<file path="src/rtl/ipi_dispatch_pkg.sv">
package ipi_dispatch_pkg;
  typedef enum logic [1:0] {
    KIND_IRQ  = 2'd0,
    KIND_MAIL = 2'd1,
    KIND_GEN  = 2'd2,
    KIND_RSVD = 2'd3
  } cmd_kind_e;

  typedef enum logic [1:0] {
    SQ_IDLE  = 2'd0,
    SQ_READ  = 2'd1,
    SQ_WRITE = 2'd2
  } seq_state_e;

  localparam int unsigned CMD_W       = 64;
  localparam int unsigned CORE_LSB    = 16;
  localparam int unsigned KEEP_LSB    = 27;
  localparam int unsigned PAYLOAD_LSB = 32;
  localparam int unsigned VEC_W       = 5;
  localparam logic [15:0] IRQ_SET_ADDR = 16'h1008;
  localparam logic [15:0] MBOX_BASE    = 16'h1020;
endpackage

</file>
<file path="src/rtl/ipi_cmd_decode.sv">
module ipi_cmd_decode
  import ipi_dispatch_pkg::*;
#(
  parameter int unsigned NUM_CORES = 4,
  parameter int unsigned CORE_W    = 10,
  parameter int unsigned ADDR_W    = 16,
  parameter int unsigned DATA_W    = 32
) (
  input  logic [1:0]          kind,
  input  logic                full64,
  input  logic [CMD_W-1:0]    cmd,
  output logic                go,
  output logic [CORE_W-1:0]   core,
  output logic [ADDR_W-1:0]   addr,
  output logic [DATA_W/8-1:0] keep,
  output logic [DATA_W-1:0]   payload
);
  localparam int unsigned NBYTES = DATA_W / 8;
  localparam logic [CORE_W:0] CORE_LIMIT = NUM_CORES[CORE_W:0];

  logic in_range;
  logic form_ok;

  assign core     = cmd[CORE_LSB +: CORE_W];
  assign in_range = ({1'b0, core} < CORE_LIMIT);

  always_comb begin
    form_ok = 1'b0;
    addr    = '0;
    keep    = '0;
    payload = '0;
    unique case (cmd_kind_e'(kind))
      KIND_IRQ: begin
        form_ok = 1'b1;
        addr    = ADDR_W'(IRQ_SET_ADDR);
        payload = DATA_W'(1) << cmd[VEC_W-1:0];
      end
      KIND_MAIL: begin
        form_ok = full64;
        addr    = ADDR_W'(MBOX_BASE) + ADDR_W'({cmd[4:2], 2'b00});
        keep    = cmd[KEEP_LSB +: NBYTES];
        payload = cmd[PAYLOAD_LSB +: DATA_W];
      end
      KIND_GEN: begin
        form_ok = full64;
        addr    = cmd[ADDR_W-1:0];
        keep    = cmd[KEEP_LSB +: NBYTES];
        payload = cmd[PAYLOAD_LSB +: DATA_W];
      end
      default: form_ok = 1'b0;
    endcase
  end

  assign go = form_ok & in_range;
endmodule

</file>
<file path="src/rtl/ipi_byte_merge.sv">
module ipi_byte_merge #(
  parameter int unsigned DATA_W = 32
) (
  input  logic [DATA_W/8-1:0] keep,
  input  logic [DATA_W-1:0]   old_word,
  input  logic [DATA_W-1:0]   new_word,
  output logic [DATA_W-1:0]   merged
);
  localparam int unsigned NBYTES = DATA_W / 8;

  for (genvar b = 0; b < NBYTES; b++) begin : g_byte
    assign merged[b*8 +: 8] = keep[b] ? old_word[b*8 +: 8] : new_word[b*8 +: 8];
  end
endmodule

</file>
<file path="src/rtl/ipi_sequencer.sv">
module ipi_sequencer
  import ipi_dispatch_pkg::*;
#(
  parameter int unsigned CORE_W = 10,
  parameter int unsigned ADDR_W = 16,
  parameter int unsigned DATA_W = 32
) (
  input  logic                clk,
  input  logic                rst_n,
  input  logic                cmd_fire,
  input  logic                dec_go,
  input  logic [CORE_W-1:0]   dec_core,
  input  logic [ADDR_W-1:0]   dec_addr,
  input  logic [DATA_W/8-1:0] dec_keep,
  input  logic [DATA_W-1:0]   dec_payload,
  input  logic [DATA_W-1:0]   merged,
  input  logic                tgt_ack,
  output logic [DATA_W/8-1:0] keep_q,
  output logic [DATA_W-1:0]   data_q,
  output logic                tgt_req,
  output logic                tgt_we,
  output logic [CORE_W-1:0]   tgt_core,
  output logic [ADDR_W-1:0]   tgt_addr,
  output logic                idle
);
  seq_state_e state_q, state_d;
  logic [CORE_W-1:0]   core_q;
  logic [ADDR_W-1:0]   addr_q;
  logic                load_en;
  logic                data_en;
  logic [DATA_W-1:0]   data_d;

  always_comb begin
    state_d = state_q;
    load_en = 1'b0;
    data_en = 1'b0;
    data_d  = data_q;
    unique case (state_q)
      SQ_IDLE: begin
        if (cmd_fire && dec_go) begin
          load_en = 1'b1;
          data_en = 1'b1;
          data_d  = dec_payload;
          state_d = (|dec_keep) ? SQ_READ : SQ_WRITE;
        end
      end
      SQ_READ: begin
        if (tgt_ack) begin
          data_en = 1'b1;
          data_d  = merged;
          state_d = SQ_WRITE;
        end
      end
      SQ_WRITE: begin
        if (tgt_ack) state_d = SQ_IDLE;
      end
      default: state_d = SQ_IDLE;
    endcase
  end

  always_ff @(posedge clk or negedge rst_n) begin
    if (!rst_n) begin
      state_q <= SQ_IDLE;
      core_q  <= '0;
      addr_q  <= '0;
      keep_q  <= '0;
      data_q  <= '0;
    end else begin
      state_q <= state_d;
      if (load_en) begin
        core_q <= dec_core;
        addr_q <= dec_addr;
        keep_q <= dec_keep;
      end
      if (data_en) data_q <= data_d;
    end
  end

  assign idle     = (state_q == SQ_IDLE);
  assign tgt_req  = (state_q != SQ_IDLE);
  assign tgt_we   = (state_q == SQ_WRITE);
  assign tgt_core = core_q;
  assign tgt_addr = addr_q;
endmodule

</file>
<file path="src/rtl/ipi_dispatch.sv">
module ipi_dispatch
  import ipi_dispatch_pkg::*;
#(
  parameter int unsigned NUM_CORES = 4,
  parameter int unsigned CORE_W    = 10,
  parameter int unsigned ADDR_W    = 16,
  parameter int unsigned DATA_W    = 32
) (
  input  logic              clk,
  input  logic              rst_n,
  input  logic              cmd_valid,
  output logic              cmd_ready,
  input  logic [1:0]        cmd_kind,
  input  logic              cmd_full64,
  input  logic [63:0]       cmd_data,
  output logic              busy,
  output logic              tgt_req,
  output logic              tgt_we,
  output logic [CORE_W-1:0] tgt_core,
  output logic [ADDR_W-1:0] tgt_addr,
  output logic [DATA_W-1:0] tgt_wdata,
  input  logic              tgt_ack,
  input  logic [DATA_W-1:0] tgt_rdata
);
  localparam int unsigned NBYTES = DATA_W / 8;

  logic                rst_meta_q, rst_sync_q;
  logic                dec_go;
  logic [CORE_W-1:0]   dec_core;
  logic [ADDR_W-1:0]   dec_addr;
  logic [NBYTES-1:0]   dec_keep;
  logic [DATA_W-1:0]   dec_payload;
  logic [NBYTES-1:0]   keep_q;
  logic [DATA_W-1:0]   data_q;
  logic [DATA_W-1:0]   merged;
  logic                idle;
  logic                cmd_fire;

  always_ff @(posedge clk or negedge rst_n) begin
    if (!rst_n) begin
      rst_meta_q <= 1'b0;
      rst_sync_q <= 1'b0;
    end else begin
      rst_meta_q <= 1'b1;
      rst_sync_q <= rst_meta_q;
    end
  end

  ipi_cmd_decode #(
    .NUM_CORES(NUM_CORES), .CORE_W(CORE_W), .ADDR_W(ADDR_W), .DATA_W(DATA_W)
  ) u_decode (
    .kind(cmd_kind), .full64(cmd_full64), .cmd(cmd_data),
    .go(dec_go), .core(dec_core), .addr(dec_addr),
    .keep(dec_keep), .payload(dec_payload)
  );

  ipi_byte_merge #(.DATA_W(DATA_W)) u_merge (
    .keep(keep_q), .old_word(tgt_rdata), .new_word(data_q), .merged(merged)
  );

  ipi_sequencer #(
    .CORE_W(CORE_W), .ADDR_W(ADDR_W), .DATA_W(DATA_W)
  ) u_seq (
    .clk(clk), .rst_n(rst_sync_q),
    .cmd_fire(cmd_fire), .dec_go(dec_go), .dec_core(dec_core),
    .dec_addr(dec_addr), .dec_keep(dec_keep), .dec_payload(dec_payload),
    .merged(merged), .tgt_ack(tgt_ack),
    .keep_q(keep_q), .data_q(data_q),
    .tgt_req(tgt_req), .tgt_we(tgt_we), .tgt_core(tgt_core),
    .tgt_addr(tgt_addr), .idle(idle)
  );

  assign cmd_ready = idle & rst_sync_q;
  assign cmd_fire  = cmd_valid & cmd_ready;
  assign busy      = ~idle;
  assign tgt_wdata = data_q;
endmodule

</file>
<file path="config.mk">
export PLATFORM = sky130hd
export DESIGN_NAME = ipi_dispatch
export DESIGN_NICKNAME = d
export VERILOG_FILES = /design/src/rtl/ipi_dispatch_pkg.sv /design/src/rtl/ipi_cmd_decode.sv /design/src/rtl/ipi_byte_merge.sv /design/src/rtl/ipi_sequencer.sv /design/src/rtl/ipi_dispatch.sv
export SDC_FILE = /design/constraint.sdc
export NUM_CORES = 1
export LEC_CHECK = 0
export ABC_AREA = 1
export BUFFER_PORTS_ARGS = -buffer_cell sky130_fd_sc_hd__clkbuf_2
export CAP_MARGIN = 20
export CORE_MARGIN = 8
export CORE_UTILIZATION = 48
export DETAILED_ROUTE_END_ITERATION = 16
export GPL_ROUTABILITY_DRIVEN = 0
export GPL_TIMING_DRIVEN = 0
export HOLD_SLACK_MARGIN = 0.12
export PLACE_DENSITY_LB_ADDON = 0.1
export SYNTH_ARGS = -nofsm -noshare
export SYNTH_HDL_FRONTEND = slang
export SYNTH_SLANG_ARGS = --single-unit
</file>
<file path="constraint.sdc">
create_clock -name clk -period 2.8 [get_ports clk]
set_clock_uncertainty 0.15 [all_clocks]
set_input_delay 0.56 -clock clk [delete_from_list [all_inputs] [get_ports clk]]
set_output_delay 0.56 -clock clk [all_outputs]
set_load 0.05 [all_outputs]
</file>
==> qor.txt, run 1 <==
Pwr Density = 839 nW/um2
First-pass GRT wire length = 18.0 mm
Period utilization = 0.905
Ant. Diodes = 0
Largest net degree at the start of global routing = 66
# IOs = 165
Layout area overhead = 31.6%
HP Class = reg2reg
Gr usage total = 0.222
Synth top area cells = dfrtp_1 45%, nand2_1 31%, o21ai_0 4.1%, inv_1 2.8%, nor2_1 2.6%
Startpoint types = flop
Post-synth top area share = 0.452
Number of I/O port buffers = 159
Area of the core = 7570 um2
Sequential Power Share = 0.310
Commonest register cell after synthesis = dfrtp_1
Total gr overflow = 0
RSZ-0062 raised after global routing = false
Setup_tns = 0 ns
Clock Power Share = 0.223
Root Driver = clkbuf_8
Max Cap Viol = 0
#FFs+latches synth = 66
VDD IR max = 0.540 mV
Buf/Inv on CP = 2
CTS Buf Count = 9
Top delay family on crit path = flip-flops
Pint = 2.12 mW
Tightest Pin Transition = 0.842 ns
Clk sink count = 66
Yosys warns = 0
Logic pwr share = 0.467
Non-Filler Instances = 813
TritonCTS clock tree = done
Width of the die = 103 um
Post_cts resized = 0
Clk slew on worst S/H paths = 0.07 ns
Vias/cell = 4.76
Mapped Area = 3660 um2
Initial Utilization = 0.483
Number of H-tree levels = 3
Sw Share = 0.476
Worst stage delay on the critical path = 0.97 ns
Final hold vios = 0
Syn_area_per_cell = 6.83 um2
Placed inst area = 4580 um2
Die height = 103 um
Post-synth top area cell = dfrtp_1
Pins over their slew limit = 0
Vias in the first global route = 3832
Yosys cell types = 24
Syn_nets = 642
DR iter-0 viols = 168
Crit-path cells = nand2_2 > inv_1 > clkbuf_2
WP data required = 2.09 ns
Share of cells above drive strength 1 = 0.281
Seq/Total Area, Yosys = 0.452
1st-pass router iterations = 4
CP Class = reg2out
Inst Count DP = 796
# nets final = 813
Final Cell Area = 4810 um2
Worst-path maximum fanout = 65
Vias = 3867
Longest Clk Path Bufs = 2
Mapped Cells = 535
Clk_lat worst skew = 0.35 ns
Rows = 32
Static leakage = 2.85 nW
Crit path DAT = 1.82 ns
Asr flop ratio synth = 1.00
Tmin final = 2.53 ns
Drt drc = 0
P_sw = 1.92 mW
Post-synth EDFFs = 0
Post-synth top cells = 304 x nand2_1, 66 x dfrtp_1, 30 x o21ai_0, 27 x inv_1, 25 x nor2_1
Max_slew headroom = 0.439
CP Capture Type = output pin
Run status = finished, final reports clean
WL/cell = 14.0 um
Worst path slowest cell = dfrtp_4
Fmax = 395 MHz
Die area = 10700 um2
WL final = 11.4 mm
DPL Wire Length = 8.94 mm
Setup violators final = 0
Antenna Nets Post-Route = 0
Antenna violations before repair = 0
Top-count cell post-synth = nand2_1
## stage by stage
stage | hold WS (ns) | total power, mW | util | setup WS, ns
floorplan | 0.114 | 2.66 | - | 0.529
global placement | 0.189 | 3.14 | 0.605 | 0.214
detailed placement | 0.190 | 3.16 | 0.606 | 0.288
CTS | 0.211 | 4.07 | 0.636 | 0.203
global route | 0.230 | 4.31 | 0.636 | 0.0675
finish | 0.207 | 4.04 | 0.636 | 0.265
## cells by family after synthesis
logic type	count (synthesis)	share of synthesized area
AOI/OAI and AO/OA	53	0.0862
DFF	66	0.452
and+or+nand+nor	359	0.389
buffers and inverters	52	0.0585
adders and majority gates	4	0.0137
other	1	0.00103
## state kept, by name, indices dropped and copies added (netlist names)
signal / count
u_seq.data_q: 32
u_seq.tgt_addr: 16
u_seq.tgt_core: 10
u_seq.keep_q: 4
u_seq.state_q: 2
rst_meta_q: 1
rst_sync_q: 1
## layer usage
layer  track usage  vias up  share of wire
met4        0.0957        0          0.024
met5             0        -              0
li1              -     1987              -
met3        0.0716       19           0.11
met2         0.363      157           0.47
met1         0.262     1704           0.40
## power by group through the flow
stage / Combinational [mW] / Clock, mW / Sequential (mW)
2_1_floorplan: 0.864 / 0 / 1.80
3_3_place_gp: 1.88 / 0 / 1.26
3_5_place_dp: 1.89 / 0 / 1.27
4_1_cts: 1.90 / 0.922 / 1.25
5_1_grt: 2.06 / 0.969 / 1.28
6_report: 1.89 / 0.903 / 1.25
## timing repair
action	4_1_cts	5_1_grt
hold buffers	1	0
setup endpoints to repair	0	0
setup buffers	0	0
endpoints found under the hold margin	2	0
## worst paths after layout
path / from / to / slack (ns) / cells past startpoint
max in group asynchronous: rst_sync_q / u_seq.data_q[11] / 1.66 / 0
hold reg to reg: rst_meta_q / rst_sync_q / 0.21 / 0
min in group asynchronous: rst_sync_q / u_seq.tgt_addr[6] / 0.29 / 0
setup / recovery: rst_sync_q / cmd_ready / 0.27 / 3
hold / removal: rst_meta_q / rst_sync_q / 0.21 / 0
setup reg to reg: rst_sync_q / u_seq.data_q[2] / 0.61 / 7
## layout make-up
| type | instances | area, um2 |
|---|---|---|
| Multi-Input combinational cell | 417 | 1790 |
| Fill cell | 758 | 2760 |
| Timing Repair Buffer | 160 | 806 |
| Buffer | 21 | 97.6 |
| Sequential cell | 66 | 1660 |
| Tap cell | 102 | 128 |
| Clock buffer | 11 | 141 |
| Clock inverter | 5 | 77.6 |
| Inverter | 31 | 116 |
## placed cells by master, fill, tap and decap left out, drive strengths merged
master and count:
a21oi 7, a22oi 1, a31oi 2, buf 8
bufinv 2, clkbuf 183, clkinv 4, clkinvlp 1
conb 1, dfrtp 66, dlygate4sd3 1, ha 4
inv 29, nand2 311, nand3 16, nand4 4
nor2 28, o21ai 43
No activity file was read; power rests on OpenSTA's default activity.
==> inputs of run 2 (changes only) <==
--- a/config.mk
+++ b/config.mk
@@ -6,7 +6,7 @@
 export NUM_CORES = 1
 export LEC_CHECK = 0
 export ABC_AREA = 1
-export BUFFER_PORTS_ARGS = -buffer_cell sky130_fd_sc_hd__clkbuf_2
+export BUFFER_PORTS_ARGS = -buffer_cell sky130_fd_sc_hd__buf_2
 export CAP_MARGIN = 20
 export CORE_MARGIN = 8
 export CORE_UTILIZATION = 48
@@ -15,6 +15,7 @@
 export GPL_TIMING_DRIVEN = 0
 export HOLD_SLACK_MARGIN = 0.12
 export PLACE_DENSITY_LB_ADDON = 0.1
+export SKIP_CTS_REPAIR_TIMING = 1
 export SYNTH_ARGS = -nofsm -noshare
 export SYNTH_HDL_FRONTEND = slang
 export SYNTH_SLANG_ARGS = --single-unit
==> run 2 against run 1 <==
Against the previous run:
- combinational power is essentially flat
- register-to-register slack better by 0.03 ns
- maximum frequency up 2.6%
- cell area rose by 0.31%
- worst setup slack better by 0.064 ns
- sequential power barely moved
- core utilization is 0.20 points higher
- critical path type unchanged
- sequential cell count is the same
- highest routed layer unchanged
- global-route usage rose by 0.19 points
- largest cell class unchanged
==> qor.txt, run 2 (synthesis results as in run 1) <==
# IOs = 165 (unchanged)
Fillers = 726 (was 758)
Final hold vios = 0 (unchanged)
Longest Clk Path Bufs = 2 (unchanged)
WL/cell = 14.3 um (was 14.0 um)
Width of the die = 103 um (unchanged)
CTS Buf Count = 9 (unchanged)
Setup violators final = 0 (unchanged)
DR iter-0 viols = 151 (was 168)
Sequential Area = 1660 um2 (unchanged)
Static leakage = 2.85 nW (about the same)
Crit path DAT = 1.76 ns (was 1.82 ns)
Worst hold slack = 0.131 ns (was 0.207 ns)
HP Class = reg2async (was reg2reg)
WP data required = 2.09 ns (about the same)
Period utilization = 0.883 (was 0.905)
WL final = 11.6 mm (was 11.4 mm)
Run status = finished, final reports clean (unchanged)
Vias = 3868 (was 3867)
Antenna Nets Post-Route = 0 (unchanged)
Post-Place Setup Slack = 0.281 ns (was 0.288 ns)
Max Cap Viol = 0 (unchanged)
Largest net degree at the start of global routing = 35 (was 66)
Worst stage delay on the critical path = 0.73 ns (was 0.97 ns)
DPL Wire Length = 9.12 mm (was 8.94 mm)
Total gr overflow = 0 (unchanged)
Most frequent cells in the layout = 304 x nand2_1, 165 x buf_2, 65 x dfrtp_1 (was 304 x nand2_1, 159 x clkbuf_2, 65 x dfrtp_1)
Largest Register = u_seq.data_q (unchanged)
Worst path slowest cell = dfrtp_4 (unchanged)
CP Class = reg2out (unchanged)
Clk slew on worst S/H paths = 0.08 ns (was 0.07 ns)
First-pass GRT wire length = 18.2 mm (was 18.0 mm)
VDD IR max = 0.507 mV (was 0.540 mV)
Clk sink count = 66 (unchanged)
Number of I/O port buffers = 159 (unchanged)
Tightest Pin Transition = 0.666 ns (was 0.842 ns)
Die height = 103 um (unchanged)
TritonCTS clock tree = done (unchanged)
Rows = 32 (unchanged)
Antenna violations before repair = 0 (unchanged)
# nets final = 814 (was 813)
Vias in the first global route = 3866 (was 3832)
Die area = 10700 um2 (unchanged)
Clk_lat worst skew = 0.35 ns (about the same)
Tmin final = 2.47 ns (was 2.53 ns)
Worst-path maximum fanout = 34 (was 65)
Max reg flops = 32 (unchanged)
Startpoint types = flop (unchanged)
Pwr Density = 835 nW/um2 (was 839 nW/um2)
Root Driver = clkbuf_8 (unchanged)
Crit-path cells = buf_12 > nand2_2 > inv_1 > buf_2 (was nand2_2 > inv_1 > clkbuf_2)
Fmax = 405 MHz (was 395 MHz)
Drt drc = 0 (unchanged)
Number of H-tree levels = 3 (unchanged)
CP Capture Type = output pin (unchanged)
Max_slew headroom = 0.554 (was 0.439)
Gr usage total = 0.224 (was 0.222)
Area occupied by multi-input gates = 1790 um2 (unchanged)
RSZ-0062 raised after global routing = false (unchanged)
Setup_tns = 0 ns (unchanged)
Initial Utilization = 0.483 (unchanged)
1st-pass router iterations = 4 (unchanged)
Core Util, Final = 0.638 (was 0.636)
Share of cells above drive strength 1 = 0.281 (about the same)
Vias/cell = 4.75 (was 4.76)
Pins over their slew limit = 0 (unchanged)
Layout area overhead = 32.0% (was 31.6%)
PnR worst setup slack = 0.329 ns (was 0.265 ns)
Commonest non-fill, non-tap cell in the layout = nand2_1 (unchanged)
Area of the core = 7570 um2 (unchanged)
[run 2: stage by stage]
stage / area, um2 / instances / total power [mW]
after CTS: 4810 / 813 / 4.06
after floorplan: 3660 / 535 / 2.66
final: 4830 / 815 / 4.03
after global routing: 4820 / 814 / 4.30
after global placement: 4580 / 796 / 3.14
after detailed placement: 4600 / 797 / 3.17
[run 2: path summary, 6_finish.rpt]
check | end | cells after the start | startpoint | slack [ns]
min | u_seq.tgt_addr[10] | 0 | rst_sync_q | 0.13
min in group clk | rst_sync_q | 0 | rst_meta_q | 0.21
max | cmd_ready | 4 | rst_sync_q | 0.33
max reg2reg | u_seq.data_q[2] | 8 | rst_sync_q | 0.64
min reg2reg | u_seq.tgt_addr[10] | 0 | rst_sync_q | 0.13
max in group asynchronous | u_seq.data_q[11] | 1 | rst_sync_q | 1.82
[run 2: cell type report]
type / instances / area share
well taps: 102 / 0.0264
inverters: 31 / 0.0241
clock inverters: 5 / 0.0166
multi-input cells: 417 / 0.371
repair buffers: 161 / 0.171
diodes: 1 / 0.000518
plain buffers: 21 / 0.0202
flip-flops and latches: 66 / 0.343
clock buffers: 11 / 0.0272
[run 2: worst max-delay path, delay by kind of cell, from the launching register on]
kind	cells	cell delay (ns)
buf+inv	3	0.58
flops	1	0.73
simple gates	1	0.09
[run 2: where the power goes]
group / switching [mW] / internal (mW)
clock: 0.385 / 0.500
combinational: 1.44 / 0.475
sequential: 0.108 / 1.13
[run 2: metal layers]
layer | part of all wire | track usage
met5 | 0 | 0
met4 | 0.021 | 0.103
met3 | 0.098 | 0.0589
met2 | 0.47 | 0.367
met1 | 0.41 | 0.268
==> inputs of run 3 (changes only) <==
--- a/config.mk
+++ b/config.mk
@@ -9,12 +9,14 @@
 export BUFFER_PORTS_ARGS = -buffer_cell sky130_fd_sc_hd__buf_2
 export CAP_MARGIN = 20
 export CORE_MARGIN = 8
-export CORE_UTILIZATION = 48
+export CORE_UTILIZATION = 49
+export CTS_BUF_LIST = sky130_fd_sc_hd__clkbuf_2
 export DETAILED_ROUTE_END_ITERATION = 16
 export GPL_ROUTABILITY_DRIVEN = 0
 export GPL_TIMING_DRIVEN = 0
 export HOLD_SLACK_MARGIN = 0.12
 export PLACE_DENSITY_LB_ADDON = 0.1
+export REMOVE_ABC_BUFFERS = 1
 export SKIP_CTS_REPAIR_TIMING = 1
 export SYNTH_ARGS = -nofsm -noshare
 export SYNTH_HDL_FRONTEND = slang
==> run 3 against run 2 <==
Against the previous run:
- sequential power is essentially flat
- via count grew 1.3%
- critical endpoint is now u_seq.data_q[4]
- global-route usage shrank 0.18 points
- maximum frequency shrank 2.4%
- die area shrank 1.7%
==> qor.txt, run 3 (synthesis results as in run 1) <==
Run status = finished, final reports clean (unchanged)
Sequential Area = 1660 um2 (unchanged)
Commonest non-fill, non-tap cell in the layout = nand2_1 (unchanged)
Layout area overhead = 33.8% (was 32.0%)
Area of the core = 7250 um2 (was 7570 um2)
Final hold vios = 0 (unchanged)
Setup violators final = 0 (unchanged)
WL final = 11.5 mm (was 11.6 mm)
Fmax = 395 MHz (was 405 MHz)
Post-Place Setup Slack = -1.42 ns (was 0.281 ns)
CP Class = reg2reg (was reg2out)
Number of I/O port buffers = 162 (was 159)
Static leakage = 2.90 nW (was 2.85 nW)
Max reg flops = 32 (unchanged)
CTS Buf Count = 9 (unchanged)
Crit path DAT = 2.78 ns (was 1.76 ns)
PnR worst setup slack = 0.267 ns (was 0.329 ns)
Vias/cell = 4.84 (was 4.75)
Largest Register = u_seq.data_q (unchanged)
WL/cell = 14.2 um (was 14.3 um)
# nets final = 812 (was 814)
Clk sink count = 66 (unchanged)
Fillers = 684 (was 726)
Gr usage total = 0.222 (was 0.224)
DPL Wire Length = 8.56 mm (was 9.12 mm)
Startpoint types = flop (unchanged)
Number of H-tree levels = 3 (unchanged)
Worst hold slack = 0.128 ns (was 0.131 ns)
VDD IR max = 0.469 mV (was 0.507 mV)
Tightest Pin Transition = 0.678 ns (was 0.666 ns)
Area occupied by multi-input gates = 1790 um2 (unchanged)
Pwr Density = 803 nW/um2 (was 835 nW/um2)
Longest Clk Path Bufs = 2 (unchanged)
DR iter-0 viols = 142 (was 151)
Die height = 102 um (was 103 um)
Root Driver = clkbuf_2 (was clkbuf_8)
Period utilization = 0.905 (was 0.883)
Max_slew headroom = 0.548 (was 0.554)
Total gr overflow = 0 (unchanged)
Antenna Nets Post-Route = 0 (unchanged)
Pins over their slew limit = 0 (unchanged)
# IOs = 165 (unchanged)
Max Cap Viol = 0 (unchanged)
First-pass GRT wire length = 18.3 mm (was 18.2 mm)
WP data required = 3.05 ns (was 2.09 ns)
Worst-path maximum fanout = 34 (unchanged)
HP Class = in2reg (was reg2async)
CP Capture Type = flop (was output pin)
Share of cells above drive strength 1 = 0.282 (was 0.281)
Rows = 31 (was 32)
Initial Utilization = 0.504 (was 0.483)
Largest net degree at the start of global routing = 66 (was 35)
RSZ-0062 raised after global routing = false (unchanged)
Most frequent cells in the layout = 304 x nand2_1, 162 x buf_2, 65 x dfrtp_1 (was 304 x nand2_1, 165 x buf_2, 65 x dfrtp_1)
Clk_lat worst skew = 0.51 ns (was 0.35 ns)
Die area = 10500 um2 (was 10700 um2)
TritonCTS clock tree = done (unchanged)
Vias = 3918 (was 3868)
Antenna violations before repair = 1 (was 0)
Clk slew on worst S/H paths = 0.22 ns (was 0.08 ns)
Drt drc = 0 (unchanged)
Vias in the first global route = 3861 (was 3866)
Tmin final = 2.53 ns (was 2.47 ns)
Width of the die = 102 um (was 103 um)
1st-pass router iterations = 5 (was 4)
run 3: changes by cell type in the layout (fill, tap and decap cells not counted), sizes merged, moves of 2 or more:
cell | previous run | this run
clkbuf | 24 | 9
clkinv | 3 | 5
clkinvlp | 2 | 0
buf | 168 | 166
dlygate4sd3 | 1 | 14
run 3: path summary, 6_finish.rpt:
| path | start | endpoint | slack (ns) | depth (start not counted) |
|---|---|---|---|---|
| hold reg to reg | rst_sync_q | u_seq.data_q[13] | 0.17 | 0 |
| hold / removal | cmd_data[28] | u_seq.keep_q[1] | 0.13 | 3 |
| setup reg to reg | rst_sync_q | u_seq.data_q[4] | 0.27 | 8 |
| min in group asynchronous | rst_sync_q | u_seq.data_q[13] | 0.17 | 0 |
| setup / recovery | rst_sync_q | u_seq.data_q[4] | 0.27 | 8 |
| max in group asynchronous | rst_n | rst_sync_q | 1.66 | 3 |
run 3: area by class of cell:
type | instances | area share
inverters | 31 | 0.0238
diodes | 1 | 0.000512
multi-input cells | 417 | 0.366
repair buffers | 180 | 0.211
clock buffers | 9 | 0.00921
flip-flops and latches | 66 | 0.338
clock inverters | 7 | 0.0256
well taps | 99 | 0.0253
run 3: routing by layer:
layer	wire, um	track usage	vias to the layer above	part of all wire
met2	5480	0.359	150	0.48
met3	940	0.0668	15	0.082
met1	4920	0.276	1768	0.43
li1	-	-	1985	-
met4	162	0.0688	0	0.014
met5	0	0	-	0
run 3: metrics by stage:
step / setup TNS [ns] / instance area [um2] / std cells / power [mW] / utilization
3_3_place_gp: -104.82 / 4490 / 775 / 3.09 / 0.619
5_1_grt: 0 / 4890 / 810 / 4.19 / 0.674
4_1_cts: -37.61 / 4680 / 792 / 3.92 / 0.646
2_1_floorplan: -36.42 / 3560 / 514 / 2.63 / -
3_5_place_dp: -74.01 / 4510 / 776 / 3.14 / 0.622
6_report: 0 / 4890 / 810 / 3.93 / 0.674
run 3: power breakdown:
group | leakage, nW | switching, mW | internal (mW)
logic | 1.95 | 1.42 | 0.481
registers | 0.847 | 0.118 | 1.13
clock network | 0.0967 | 0.389 | 0.393
total | 2.90 | 1.93 | 2.00
run 3: critical path: stages (launching register included):
cell and delay [ns]:
dfrtp_4 0.81, nand2_2 0.13, nor2_2 0.13, nand3_2 0.31
buf_12 0.30, nand2_2 0.22, nand2_2 0.18, nand2_1 0.10
nand2_1 0.07
